[config.mk]
export PLATFORM = sky130hd
export DESIGN_NAME = wiper_bus_slave
export DESIGN_NICKNAME = d
export VERILOG_FILES = /design/src/rtl/wbs_pkg.sv /design/src/rtl/wbs_bus_sync.sv /design/src/rtl/wbs_engine.sv /design/src/rtl/wiper_bus_slave.sv
export SDC_FILE = /design/constraint.sdc
export NUM_CORES = 1
export LEC_CHECK = 0
export ABC_AREA = 1
export CORE_AREA = 2 2 69 71
export DETAILED_ROUTE_END_ITERATION = 7
export DIE_AREA = 0 0 71 73
export PLACE_DENSITY = 0.87
export SETUP_SLACK_MARGIN = 0.15
export SYNTH_ARGS = -nofsm -noshare
export SYNTH_HDL_FRONTEND = slang
export SYNTH_SLANG_ARGS = --single-unit
[constraint.sdc]
create_clock -name clk_i -period 2.91 [get_ports clk_i]
set_input_delay 0.4365 -clock clk_i [delete_from_list [all_inputs] [get_ports clk_i]]
set_output_delay 0.4365 -clock clk_i [all_outputs]
set_load 0.005 [all_outputs]
[src/rtl/wbs_pkg.sv]
package wbs_pkg;
  typedef enum logic [2:0] {
    PH_IDLE,
    PH_ADDR,
    PH_CMD,
    PH_DATA,
    PH_READ,
    PH_STEP
  } phase_e;

  localparam logic [3:0] DEV_CODE = 4'b0101;
  localparam logic [3:0] OP_WRITE = 4'b1010;
  localparam logic [3:0] OP_STEP  = 4'b0010;
  localparam logic [1:0] SEL_LEFT  = 2'b01;
  localparam logic [1:0] SEL_RIGHT = 2'b10;
  localparam int unsigned BYTE_W = 8;
endpackage

[src/rtl/wbs_bus_sync.sv]
module wbs_bus_sync #(
  parameter int unsigned STAGES = 2
) (
  input  logic clk_i,
  input  logic rst_ni,
  input  logic scl_i,
  input  logic sda_i,
  output logic sda_o,
  output logic scl_rise_o,
  output logic scl_fall_o,
  output logic start_o,
  output logic stop_o
);
  localparam int unsigned LINES = 2;

  logic [LINES-1:0] raw;
  logic [LINES-1:0] synced;
  logic             scl_q, sda_q;

  assign raw = {scl_i, sda_i};

  for (genvar g = 0; g < LINES; g++) begin : g_line
    logic [STAGES-1:0] chain;
    always_ff @(posedge clk_i or negedge rst_ni) begin
      if (!rst_ni) chain <= '1;
      else         chain <= {chain[STAGES-2:0], raw[g]};
    end
    assign synced[g] = chain[STAGES-1];
  end

  always_ff @(posedge clk_i or negedge rst_ni) begin
    if (!rst_ni) begin
      scl_q <= 1'b1;
      sda_q <= 1'b1;
    end else begin
      scl_q <= synced[1];
      sda_q <= synced[0];
    end
  end

  assign sda_o      = synced[0];
  assign scl_rise_o = synced[1] & ~scl_q;
  assign scl_fall_o = ~synced[1] & scl_q;
  // line changes while the clock is held high mark frame boundaries
  assign start_o    = synced[1] & scl_q & sda_q & ~synced[0];
  assign stop_o     = synced[1] & scl_q & ~sda_q & synced[0];
endmodule

[src/rtl/wbs_engine.sv]
module wbs_engine
  import wbs_pkg::*;
#(
  parameter int unsigned WIPER_W = 5
) (
  input  logic               clk_i,
  input  logic               rst_ni,
  input  logic               sda_i,
  input  logic               scl_rise_i,
  input  logic               scl_fall_i,
  input  logic               start_i,
  input  logic               stop_i,
  input  logic [1:0]         strap_i,
  input  logic [WIPER_W-1:0] rd_left_i,
  input  logic [WIPER_W-1:0] rd_right_i,
  output logic               sda_oe_o,
  output logic               wr_en_o,
  output logic               step_en_o,
  output logic               step_up_o,
  output logic [1:0]         req_sel_o,
  output logic               req_zd_o,
  output logic [WIPER_W-1:0] wr_data_o
);
  localparam int unsigned PAD_W = BYTE_W - WIPER_W;
  localparam int unsigned CNT_W = $clog2(BYTE_W + 1);
  localparam logic [CNT_W-1:0] FULL = CNT_W'(BYTE_W);

  phase_e             phase_q, next_q, nxt;
  logic [CNT_W-1:0]   bit_cnt_q;
  logic [BYTE_W-1:0]  shreg_q, tx_q, tx_right;
  logic               ack_slot_q, go_q, tx_right_q, mack_q;
  logic               both_q, tgt_right_q, zd_q, dir_q;
  logic [1:0]         sel_q;
  logic               byte_ok;
  logic [3:0]         op;
  logic [2:0]         tx_idx;

  assign op       = shreg_q[7:4];
  assign tx_idx   = 3'd7 - bit_cnt_q[2:0];
  assign tx_right = {{PAD_W{1'b0}}, rd_right_i};

  always_comb begin
    byte_ok = 1'b0;
    nxt     = PH_IDLE;
    case (phase_q)
      PH_ADDR: begin
        byte_ok = (shreg_q[7:1] == {DEV_CODE, 1'b0, strap_i});
        nxt     = shreg_q[0] ? PH_READ : PH_CMD;
      end
      PH_CMD: begin
        byte_ok = !shreg_q[3] && (shreg_q[1:0] != 2'b00) &&
                  ((op == OP_WRITE) || (op == OP_STEP));
        nxt     = (op == OP_WRITE) ? PH_DATA : PH_STEP;
      end
      PH_DATA: begin
        byte_ok = 1'b1;
        nxt     = (both_q && !tgt_right_q) ? PH_DATA : PH_IDLE;
      end
      default: ;
    endcase
  end

  always_ff @(posedge clk_i or negedge rst_ni) begin
    if (!rst_ni) begin
      phase_q     <= PH_IDLE;
      next_q      <= PH_IDLE;
      bit_cnt_q   <= '0;
      shreg_q     <= '0;
      tx_q        <= '0;
      ack_slot_q  <= 1'b0;
      go_q        <= 1'b0;
      tx_right_q  <= 1'b0;
      mack_q      <= 1'b0;
      both_q      <= 1'b0;
      tgt_right_q <= 1'b0;
      zd_q        <= 1'b0;
      dir_q       <= 1'b0;
      sel_q       <= '0;
      sda_oe_o    <= 1'b0;
      wr_en_o     <= 1'b0;
      step_en_o   <= 1'b0;
      step_up_o   <= 1'b0;
      req_sel_o   <= '0;
      req_zd_o    <= 1'b0;
      wr_data_o   <= '0;
    end else begin
      wr_en_o   <= 1'b0;
      step_en_o <= 1'b0;
      if (start_i) begin
        phase_q    <= PH_ADDR;
        bit_cnt_q  <= '0;
        ack_slot_q <= 1'b0;
        sda_oe_o   <= 1'b0;
      end else if (stop_i) begin
        phase_q    <= PH_IDLE;
        bit_cnt_q  <= '0;
        ack_slot_q <= 1'b0;
        sda_oe_o   <= 1'b0;
      end else begin
        case (phase_q)
          PH_ADDR, PH_CMD, PH_DATA: begin
            if (scl_rise_i && bit_cnt_q < FULL) begin
              shreg_q   <= {shreg_q[BYTE_W-2:0], sda_i};
              bit_cnt_q <= bit_cnt_q + 1'b1;
            end
            if (scl_fall_i) begin
              if (!ack_slot_q && bit_cnt_q == FULL) begin
                ack_slot_q <= 1'b1;
                sda_oe_o   <= byte_ok;
                go_q       <= byte_ok;
                next_q     <= nxt;
                if (byte_ok) begin
                  case (phase_q)
                    PH_ADDR: begin
                      tx_q       <= {{PAD_W{1'b0}}, rd_left_i};
                      tx_right_q <= 1'b0;
                    end
                    PH_CMD: begin
                      sel_q       <= shreg_q[1:0];
                      zd_q        <= shreg_q[2];
                      both_q      <= &shreg_q[1:0];
                      tgt_right_q <= !shreg_q[0];
                    end
                    default: begin
                      wr_en_o     <= 1'b1;
                      req_sel_o   <= tgt_right_q ? SEL_RIGHT : SEL_LEFT;
                      wr_data_o   <= shreg_q[WIPER_W-1:0];
                      req_zd_o    <= zd_q;
                      tgt_right_q <= 1'b1;
                    end
                  endcase
                end
              end else if (ack_slot_q) begin
                ack_slot_q <= 1'b0;
                bit_cnt_q  <= '0;
                phase_q    <= go_q ? next_q : PH_IDLE;
                sda_oe_o   <= (go_q && next_q == PH_READ) ? ~tx_q[BYTE_W-1] : 1'b0;
              end
            end
          end
          PH_READ: begin
            if (scl_rise_i) begin
              if (ack_slot_q)              mack_q    <= ~sda_i;
              else if (bit_cnt_q < FULL)   bit_cnt_q <= bit_cnt_q + 1'b1;
            end
            if (scl_fall_i) begin
              if (ack_slot_q) begin
                ack_slot_q <= 1'b0;
                bit_cnt_q  <= '0;
                if (mack_q && !tx_right_q) begin
                  tx_right_q <= 1'b1;
                  tx_q       <= tx_right;
                  sda_oe_o   <= ~tx_right[BYTE_W-1];
                end else begin
                  phase_q  <= PH_IDLE;
                  sda_oe_o <= 1'b0;
                end
              end else if (bit_cnt_q == FULL) begin
                sda_oe_o   <= 1'b0;
                ack_slot_q <= 1'b1;
              end else begin
                sda_oe_o <= ~tx_q[tx_idx];
              end
            end
          end
          PH_STEP: begin
            if (scl_rise_i) dir_q <= sda_i;
            if (scl_fall_i) begin
              step_en_o <= 1'b1;
              step_up_o <= dir_q;
              req_sel_o <= sel_q;
              req_zd_o  <= zd_q;
            end
          end
          default: ;
        endcase
      end
    end
  end

  // acknowledge and data drive only start just after a clock fall
  assert_drive_after_fall_R2: assert property (@(posedge clk_i) disable iff (!rst_ni)
    $rose(sda_oe_o) |-> $past(scl_fall_i));

  assert_idle_released_R10: assert property (@(posedge clk_i) disable iff (!rst_ni)
    (phase_q == PH_IDLE) |-> !sda_oe_o);

  assert_write_one_side_R6: assert property (@(posedge clk_i) disable iff (!rst_ni)
    wr_en_o |-> ($countones(req_sel_o) == 1));

  assert_step_only_in_mode_R9: assert property (@(posedge clk_i) disable iff (!rst_ni)
    step_en_o |-> $past(phase_q == PH_STEP));

  assert_single_request_R5: assert property (@(posedge clk_i) disable iff (!rst_ni)
    !(wr_en_o && step_en_o));

  assert_read_ack_slot_released_R8: assert property (@(posedge clk_i) disable iff (!rst_ni)
    (phase_q == PH_READ && ack_slot_q) |-> !sda_oe_o);
endmodule

[src/rtl/wiper_bus_slave.sv]
module wiper_bus_slave #(
  parameter int unsigned WIPER_W     = 5,
  parameter int unsigned SYNC_STAGES = 2
) (
  input  logic               clk_i,
  input  logic               rst_ni,
  input  logic               scl_i,
  input  logic               sda_i,
  input  logic [1:0]         strap_i,
  input  logic [WIPER_W-1:0] rd_left_i,
  input  logic [WIPER_W-1:0] rd_right_i,
  output logic               sda_oe_o,
  output logic               wr_en_o,
  output logic               step_en_o,
  output logic               step_up_o,
  output logic [1:0]         req_sel_o,
  output logic               req_zd_o,
  output logic [WIPER_W-1:0] wr_data_o
);
  logic sda_s, scl_rise, scl_fall, bus_start, bus_stop;

  wbs_bus_sync #(.STAGES(SYNC_STAGES)) u_sync (
    .clk_i      (clk_i),
    .rst_ni     (rst_ni),
    .scl_i      (scl_i),
    .sda_i      (sda_i),
    .sda_o      (sda_s),
    .scl_rise_o (scl_rise),
    .scl_fall_o (scl_fall),
    .start_o    (bus_start),
    .stop_o     (bus_stop)
  );

  wbs_engine #(.WIPER_W(WIPER_W)) u_engine (
    .clk_i      (clk_i),
    .rst_ni     (rst_ni),
    .sda_i      (sda_s),
    .scl_rise_i (scl_rise),
    .scl_fall_i (scl_fall),
    .start_i    (bus_start),
    .stop_i     (bus_stop),
    .strap_i    (strap_i),
    .rd_left_i  (rd_left_i),
    .rd_right_i (rd_right_i),
    .sda_oe_o   (sda_oe_o),
    .wr_en_o    (wr_en_o),
    .step_en_o  (step_en_o),
    .step_up_o  (step_up_o),
    .req_sel_o  (req_sel_o),
    .req_zd_o   (req_zd_o),
    .wr_data_o  (wr_data_o)
  );
endmodule

==> results.cfg, run 1 <==
[power]
ir_worst_vdd_v = 0.000291
power.share.clock = 0.289
seqPwrFrac = 0.585
combinationalPowerShare = 0.126
p_int_mw = 0.994
report.power.total_mw = 1.37
p_leak_nw = 1.42
switching_share = 0.277
cellPowerDensity_mw_per_mm2 = 460
p_sw_mw = 0.381

[clocking]
insertion_delay_ns = 0.31
clock_path_buffers = 2
post_cts_resized = 0
cts_tree = yes
cts_setup_buffers = 0
cts_buffers = 5
ctsRootBufferMaster = clkbuf_8
htree_levels = 2
cts_hold_buf = 0
cts.clk_slew.worst_paths_ns = 0.10
cts_num_sinks = 51

[sta]
post-route-period-util = 0.683
fmaxAchievable_mhz = 503
fin_skew_ns = 0.0139
report.final.slew_viol_count = 0
worst_pin_slew_ns = 0.559
timing.hold.ws_ns = 0.105
layout_setup_ws_ns = 0.923
setup_viol = 0
rsz0062_at_grt = false
hold_viol = 0
min_period_ns = 1.99
relSlewSlack = 0.628
tns_ns = 0

[yosys]
synth_edf_count = 0
synth_nets = 350
yosys_register_bits = 51
avgSynthCellArea_um2 = 7.84
synth_top_area_cell = dfrtp_1
async_flop_share = 1.00
synth_area_leaders = dfrtp_1 43%, nand2_1 15%, dfstp_2 6.1%, o21ai_0 4.8%, inv_1 4.6%
synthTopCellsByCount = 104 x nand2_1, 45 x dfrtp_1, 32 x inv_1
synth_ff_type = dfrtp_1
yosysMostFrequentCell = nand2_1
yosysWarnings = 0
ys_types = 28
synth_top_area_share = 0.434
ys_seq_area_frac = 0.495
synthCells = 331
synthesis.area_mm2 = 0.00259

[placed_design]
place_ws_ns = 0.839
hpwl_um = 4110
port_buffers = 27
placed_cells = 408
placed_area_mm2 = 0.00291
place_congestion = 0.898

[layout]
finalNonFillerCells = 416
stdcell_area_mm2 = 0.00299
drive_above_1_share = 0.0884
syn_to_final_growth_pct = 15.2
n_antenna_cell = 0
final_core_util = 0.659
fin_nets = 380

[drt]
drt-initial-drc-count = 102
ant_nets = 0
via_per_inst = 5.41
wl_per_cell_um = 13.1
wl_um = 5460
vias = 2249
drc = 0
first_pass_iters = 4

[setup_path]
r2r-end = u_engine.wr_data_o[0]$_DFFE_PN0P_
rr_startpoint = u_engine.bit_cnt_q[0]$_DFFE_PN0P_
crit_required_ns = 3.09
critPathArrivalTime_ns = 2.17
cp-end-kind = register
worst_setup_path_start_kind = register
ff2ff_setup_slack_ns = 0.92
worstRegToRegCells = 9
worstSetupPathType = register to register
critPathMaxFanout = 11

[floorplan]
core_mm2 = 0.00454
die_area_mm2 = 0.00518
die_w_um = 71
io_pins = 28
rows = 25
start_util = 0.572
die_h_um = 73

[global_route]
grtUsageTotal = 0.231
grt_max_degree = 27
overflow = 0
grt_pass1_wl_um = 9290
grt_antenna_before_repair = 0
grt_pass1_vias = 2086

[run_status]
outcome = finished, final reports clean

[run]
drv_cap = 0

[min_path]
min_path_type = input port to async pin
==> power by group through the flow <==
| stage | Sequential [mW] | Clock [mW] | Combinational (mW) |
|---|---|---|---|
| final | 0.804 | 0.398 | 0.173 |
| after global routing | 0.812 | 0.431 | 0.200 |
| after CTS | 0.804 | 0.405 | 0.174 |
| after detailed placement | 0.818 | 0 | 0.173 |
| after global placement | 0.816 | 0 | 0.165 |
| after floorplan | 0.803 | 0 | 0.117 |
==> worst max-delay path by stage <==
stage | startpoint | endpoint | slack (ns) | cells after the start
after global routing | u_engine.bit_cnt_q[0]$_DFFE_PN0P_ | u_engine.wr_data_o[1]$_DFFE_PN0P_ | 0.71 | 9
final | u_engine.bit_cnt_q[0]$_DFFE_PN0P_ | u_engine.wr_data_o[0]$_DFFE_PN0P_ | 0.92 | 9
after detailed placement | strap_i[1] | u_engine.tx_q[3]$_DFFE_PN0P_ | 0.84 | 10
after global placement | strap_i[1] | u_engine.tx_right_q$_DFFE_PN0P_ | 0.92 | 10
after CTS | u_engine.bit_cnt_q[0]$_DFFE_PN0P_ | u_engine.wr_data_o[0]$_DFFE_PN0P_ | 0.91 | 9
after floorplan | u_engine.bit_cnt_q[0]$_DFFE_PN0P_ | u_engine.sel_q[0]$_DFFE_PN0P_ | 1.30 | 9
==> routing by layer <==
| metal | part of all wire | global-route usage | wire [um] |
|---|---|---|---|
| met1 | 0.45 | 0.307 | 2470 |
| met2 | 0.49 | 0.375 | 2680 |
| met3 | 0.038 | 0.0428 | 206 |
| met4 | 0.020 | 0.0943 | 109 |
| met5 | 0 | 0 | 0 |
==> final cells by class <==
cell class | count | area [um2]
clock buffers | 7 | 76.3
clock inverters | 1 | 7.51
fillers | 388 | 1550
inverters | 39 | 146
multi-input cells | 236 | 1130
flip-flops and latches | 51 | 1280
well taps | 54 | 67.6
repair buffers | 28 | 273
==> layout by cell type, fill, tap and decap left out, types with 5 or more instances in the layout <==
cell,n
o21ai_1,10
nor2_1,30
o21ai_0,25
nand3_1,20
inv_2,7
inv_1,32
clkbuf_8,5
dfrtp_1,45
nand2_1,104
nand4_1,13
a21oi_1,10
clkdlybuf4s50_1,26
dfstp_2,6
==> flip-flops by register name (all words and copies together), names as in the netlist, 2 cells and up <==
name,flops
u_engine.next_q,3
u_engine.bit_cnt_q,4
u_engine.shreg_q,8
u_engine.wr_data_o,5
u_engine.tx_q,5
u_engine.req_sel_o,2
u_sync.g_line.chain,4
u_engine.phase_q,3
u_engine.sel_q,2
==> cell families (layout without fill, tap and decap cells) <==
| group | Yosys count | after routing | share of synthesized area |
|---|---|---|---|
| simple gates | 182 | 182 | 0.317 |
| flops | 51 | 51 | 0.495 |
| compound gates | 49 | 49 | 0.0979 |
| buf+inv | 44 | 75 | 0.0680 |
| fa+ha+maj | 3 | 3 | 0.0145 |
| xor+xnor | 1 | 1 | 0.00338 |
| mux | 1 | 1 | 0.00434 |
==> critical path, stage by stage (launching register included) <==
cell and delay, ns:
dfrtp_1 0.46, inv_1 0.20, ha_1 0.19, nand3_1 0.10, inv_1 0.09, nand2_1 0.16, inv_1 0.12, nand3_1 0.32
nand2_1 0.15, o21ai_1 0.07
Power figures use the tool's default switching activity.
==> inputs of run 2 (changes only) <==
--- a/config.mk
+++ b/config.mk
@@ -6,10 +6,10 @@
 export NUM_CORES = 1
 export LEC_CHECK = 0
 export ABC_AREA = 1
-export CORE_AREA = 2 2 69 71
+export CORE_AREA = 2 2 75 77
 export DETAILED_ROUTE_END_ITERATION = 7
-export DIE_AREA = 0 0 71 73
-export PLACE_DENSITY = 0.87
+export DIE_AREA = 0 0 77 79
+export PLACE_DENSITY = 0.79
 export SETUP_SLACK_MARGIN = 0.15
 export SYNTH_ARGS = -nofsm -noshare
 export SYNTH_HDL_FRONTEND = slang
==> constraint.sdc (replaced) <==
create_clock -name clk_i -period 1.6 [get_ports clk_i]
set_input_delay 0.24 -clock clk_i [delete_from_list [all_inputs] [get_ports clk_i]]
set_output_delay 0.24 -clock clk_i [all_outputs]
set_load 0.005 [all_outputs]
==> results.cfg, run 2 (same netlist as run 1, synthesis figures left out) <==
[global_route]
overflow = 0
grt_antenna_before_repair = 0
grt_max_degree = 52
grtUsageTotal = 0.215
grt_pass1_vias = 2346
grt_pass1_wl_um = 10500

[clocking]
cts_tree = yes
clock_path_buffers = 2
cts_buffers = 5
cts.clk_slew.worst_paths_ns = 0.09
cts_num_sinks = 51
insertion_delay_ns = 0.31
htree_levels = 2
ctsRootBufferMaster = clkbuf_8

[min_path]
hold_start = scl_i
min_path_type = input port to register

[layout]
final_cell_mix = 88 x nand2_1, 42 x dfrtp_1, 39 x buf_4
final_core_util = 0.703
fill_cells = 410
regMostFlops = u_engine.shreg_q
multiInputGateArea_mm2 = 0.00135
fin_nets = 429
n_antenna_cell = 0
drive_above_1_share = 0.304
syn_to_final_growth_pct = 44.6
largest_reg_flops = 8
seqCellArea_mm2 = 0.00129
largestRegisters = u_engine.shreg_q (8), u_engine.tx_q (5), u_engine.wr_data_o (5)
final_common_cell = nand2_1

[setup_path]
worst_setup_path_start_kind = register
cp-end-kind = register
crit_required_ns = 1.81
rr_startpoint = u_engine.bit_cnt_q[0]$_DFFE_PN0P_
critPathMaxFanout = 4
worstSetupPathType = register to register
critPathArrivalTime_ns = 1.75
worstSetupStartpoint = u_engine.bit_cnt_q[0]$_DFFE_PN0P_

[sta]
fin_skew_ns = 0.0129
timing.hold.ws_ns = 0.325
min_period_ns = 1.55
setup_viol = 0
post-route-period-util = 0.966
hold_viol = 0
worst_pin_slew_ns = 0.315
rsz0062_at_grt = true
fmaxAchievable_mhz = 647
tns_ns = 0
relSlewSlack = 0.789
report.final.slew_viol_count = 0

[floorplan]
die_w_um = 77
die_h_um = 79
core_mm2 = 0.00534
die_area_mm2 = 0.00608
io_pins = 28
rows = 27
start_util = 0.486

[drt]
drt-initial-drc-count = 258
first_pass_iters = 4
ant_nets = 0
vias = 2550
wl_per_cell_um = 14.4
via_per_inst = 5.28
drc = 0
wl_um = 6940

[placed_design]
place_congestion = 0.860
port_buffers = 27
hpwl_um = 4270

[run_status]
outcome = finished, final reports clean

[power]
switching_share = 0.261
combinationalPowerShare = 0.160
p_int_mw = 2.22
power.share.clock = 0.355
p_sw_mw = 0.782
p_leak_nw = 1.81
cellPowerDensity_mw_per_mm2 = 799
seqPwrFrac = 0.485
ir_worst_vdd_v = 0.000655

[run]
drv_cap = 0
[run 2: cell types whose count changed in the layout (fill, tap and decap cells not counted), sizes merged]
cell	delta
bufinv	+2
clkinv	+1
buf	+48
inv	-1
dlymetal6s2s	+5
dlygate4sd3	+1
clkbuf	-2
clkdlybuf4s50	-5
[run 2: per-stage QoR]
step / power, mW / setup slack [ns] / instances / area, um2
global route: 3.15 / -0.0345 / 483 / 3750
CTS: 2.96 / 0.107 / 467 / 3480
finish: 3.00 / 0.0546 / 483 / 3750
floorplan: 1.68 / 0.0547 / 331 / 2620
global placement: 1.85 / -0.0396 / 448 / 3140
detailed placement: 1.87 / -0.0939 / 448 / 3140
[run 2: what timing repair did]
action | in CTS | in global routing
endpoints found under the setup margin | 36 | 48
pin swaps | 9 | 12
gates resized for setup | 32 | 50
setup buffers | 10 | 16
hold endpoints to repair | 45 | 0
hold buffers | 1 | 0
[run 2: power groups by stage]
stage,clock network [mW],registers [mW],logic [mW]
after floorplan,0,1.46,0.215
after global placement,0,1.47,0.383
after detailed placement,0,1.47,0.397
after CTS,1.08,1.45,0.431
after global routing,1.15,1.46,0.540
final,1.07,1.45,0.481
[run 2: worst paths after layout]
path	to	slack, ns	cells after the start
max	u_engine.sda_oe_o$_DFFE_PN0P_	0.05	11
min	u_sync.g_line[1].chain[0]$_DFF_PN1_	0.33	1
max reg2reg	u_engine.sda_oe_o$_DFFE_PN0P_	0.05	11
min reg2reg	u_sync.g_line[1].chain[1]$_DFF_PN1_	0.36	0
max in group asynchronous	u_sync.sda_q$_DFF_PN1_	0.87	3
min in group asynchronous	u_engine.bit_cnt_q[0]$_DFFE_PN0P_	0.44	3
[run 2: layer usage]
metal,share of wire,vias to the layer above,global-route usage
met2,0.51,76,0.367
li1,-,1236,-
met1,0.41,1217,0.269
met5,0,-,0
met4,0.027,0,0.0768
met3,0.049,21,0.0489
[run 2: worst max-delay path, stage by stage (launching register included)]
cell and delay (ns):
dfrtp_1 0.40, inv_2 0.08, ha_4 0.13, nand3_4 0.08, inv_4 0.07, nand2_4 0.07, buf_4 0.15, buf_4 0.13
a21oi_1 0.11, nand2_1 0.07, nand2_1 0.08, nand2_1 0.06
[run 2: final cells by class]
type	count	share of cell area
clock buffer	5	0.0183
clock inverter	3	0.0180
inverter	39	0.0450
multi-input combinational	236	0.360
sequential	51	0.343
tap	72	0.0240
timing repair buffer	77	0.192
==> inputs of run 3 (changes only) <==
--- a/config.mk
+++ b/config.mk
@@ -6,10 +6,10 @@
 export NUM_CORES = 1
 export LEC_CHECK = 0
 export ABC_AREA = 1
-export CORE_AREA = 2 2 75 77
+export CORE_AREA = 2 2 104 56
 export DETAILED_ROUTE_END_ITERATION = 7
-export DIE_AREA = 0 0 77 79
-export PLACE_DENSITY = 0.79
+export DIE_AREA = 0 0 106 58
+export PLACE_DENSITY = 0.8
 export SETUP_SLACK_MARGIN = 0.15
 export SYNTH_ARGS = -nofsm -noshare
 export SYNTH_HDL_FRONTEND = slang
==> results.cfg, run 3 (same netlist as run 1, synthesis figures left out) <==
[run_status]
outcome = finished, final reports clean

[floorplan]
rows = 19
die_area_mm2 = 0.00615
core_mm2 = 0.00525
die_h_um = 58
die_w_um = 106
io_pins = 28
start_util = 0.494

[global_route]
top_usage_layer = met1
met1_usage = 0.350
overflow = 0
grt_max_degree = 32
grtUsageTotal = 0.223
grt_pass1_wl_um = 10700
grtUsageMet3 = 0.0461
met2_usage = 0.318
grt_pass1_vias = 2268
grt_antenna_before_repair = 0

[layout]
final_cell_mix = 86 x nand2_1, 42 x dfrtp_1, 38 x buf_4
largestRegisters = u_engine.shreg_q (8), u_engine.tx_q (5), u_engine.wr_data_o (5)
syn_to_final_growth_pct = 45.6
regMostFlops = u_engine.shreg_q
drive_above_1_share = 0.336
n_antenna_cell = 0
largest_reg_flops = 8
final_common_cell = nand2_1
multiInputGateArea_mm2 = 0.00139
fill_cells = 370
seqCellArea_mm2 = 0.00129
final_core_util = 0.719
fin_nets = 429

[clocking]
htree_levels = 2
cts_tree = yes
ctsRootBufferMaster = clkbuf_8
cts_num_sinks = 51
insertion_delay_ns = 0.31
cts_buffers = 5
clock_path_buffers = 2
cts.clk_slew.worst_paths_ns = 0.10

[power]
combinationalPowerShare = 0.177
cellPowerDensity_mw_per_mm2 = 769
p_int_mw = 2.10
p_sw_mw = 0.805
ir_worst_vdd_v = 0.000430
p_leak_nw = 1.75
switching_share = 0.277
power.share.clock = 0.323
report.power.total_mw = 2.91
seqPwrFrac = 0.501

[sta]
setup_viol = 0
post-route-period-util = 0.977
rsz0062_at_grt = true
report.final.slew_viol_count = 0
fin_skew_ns = 0.0128
fmaxAchievable_mhz = 640
worst_pin_slew_ns = 0.523
relSlewSlack = 0.651
min_period_ns = 1.56
hold_viol = 0

[placed_design]
port_buffers = 27
hpwl_um = 4600
place_congestion = 0.912

[setup_path]
worstSetupPathType = register to register
critPathArrivalTime_ns = 1.78
critPathMaxFanout = 4
worst_setup_path_start_kind = register
cp-end-kind = register
crit_required_ns = 1.82

[run]
drv_cap = 0

[drt]
wl_per_cell_um = 15.3
vias = 2639
ant_nets = 0
drt-initial-drc-count = 236
via_per_inst = 5.45
drc = 0
first_pass_iters = 6
wl_um = 7400

[min_path]
min_path_type = input port to register
[run 3: layer usage]
layer  routed length, um  vias to the layer above
met5                   0                        -
met4                 125                        0
li1                    -                     1247
met3                 546                       15
met2                3220                      133
met1                3510                     1244
[run 3: layout make-up]
type                            instances  area share
Sequential cell                        51       0.341
Multi-Input combinational cell        236       0.368
Clock buffer                            6      0.0219
Inverter                               39      0.0460
Timing Repair Buffer                   77       0.190
Clock inverter                          2     0.00927
Tap cell                               73      0.0242
[run 3: power groups by stage]
stage	Combinational, mW	Clock [mW]	Sequential (mW)
2_1_floorplan	0.215	0	1.46
3_3_place_gp	0.381	0	1.47
3_5_place_dp	0.399	0	1.47
4_1_cts	0.440	0.949	1.44
5_1_grt	0.564	1.01	1.47
6_report	0.514	0.938	1.46
[run 3: what timing repair did]
item / in CTS / in global routing
gates resized for setup: 36 / 69
hold endpoints to repair: 14 / 0
buffers inserted: 9 / 19
cloned: 0 / 1
pin swaps: 11 / 17
hold buffers: 1 / 0
endpoints found under the setup margin: 40 / 45
[run 3: path summary, 6_finish.rpt]
kind	endpoint	slack [ns]	cells after the start	startpoint
max	u_engine.next_q[2]$_DFFE_PN0P_	0.04	9	u_engine.bit_cnt_q[0]$_DFFE_PN0P_
min	u_sync.g_line[1].chain[0]$_DFF_PN1_	0.32	1	scl_i
max reg2reg	u_engine.next_q[2]$_DFFE_PN0P_	0.04	9	u_engine.bit_cnt_q[0]$_DFFE_PN0P_
min reg2reg	u_sync.g_line[1].chain[1]$_DFF_PN1_	0.36	0	u_sync.g_line[1].chain[0]$_DFF_PN1_
max in group asynchronous	u_engine.phase_q[2]$_DFFE_PN0P_	0.60	3	rst_ni
min in group asynchronous	u_engine.req_sel_o[1]$_DFFE_PN0P_	0.44	2	rst_ni
[run 3: worst max-delay path, cell delays in order, from the launching register on]
cell and delay (ns):
dfrtp_1 0.40, inv_2 0.08, ha_4 0.14, nand3_4 0.07, inv_4 0.07, nand2_4 0.06, nor3_4 0.29, buf_6 0.16
nor2_1 0.04, a31oi_1 0.15
[run 3: metrics by stage]
stage / cell area [um2] / setup WS (ns) / hold WS (ns) / TNS, ns / instances
3_5_place_dp: 3130 / -0.0702 / 0.238 / -0.553 / 446
4_1_cts: 3450 / 0.0801 / 0.323 / 0 / 464
2_1_floorplan: 2620 / 0.0547 / -0.0556 / 0 / 331
3_3_place_gp: 3130 / -0.0333 / 0.230 / -0.250 / 446
6_report: 3780 / 0.0376 / 0.324 / 0 / 484
5_1_grt: 3780 / -0.0239 / 0.331 / -0.159 / 484
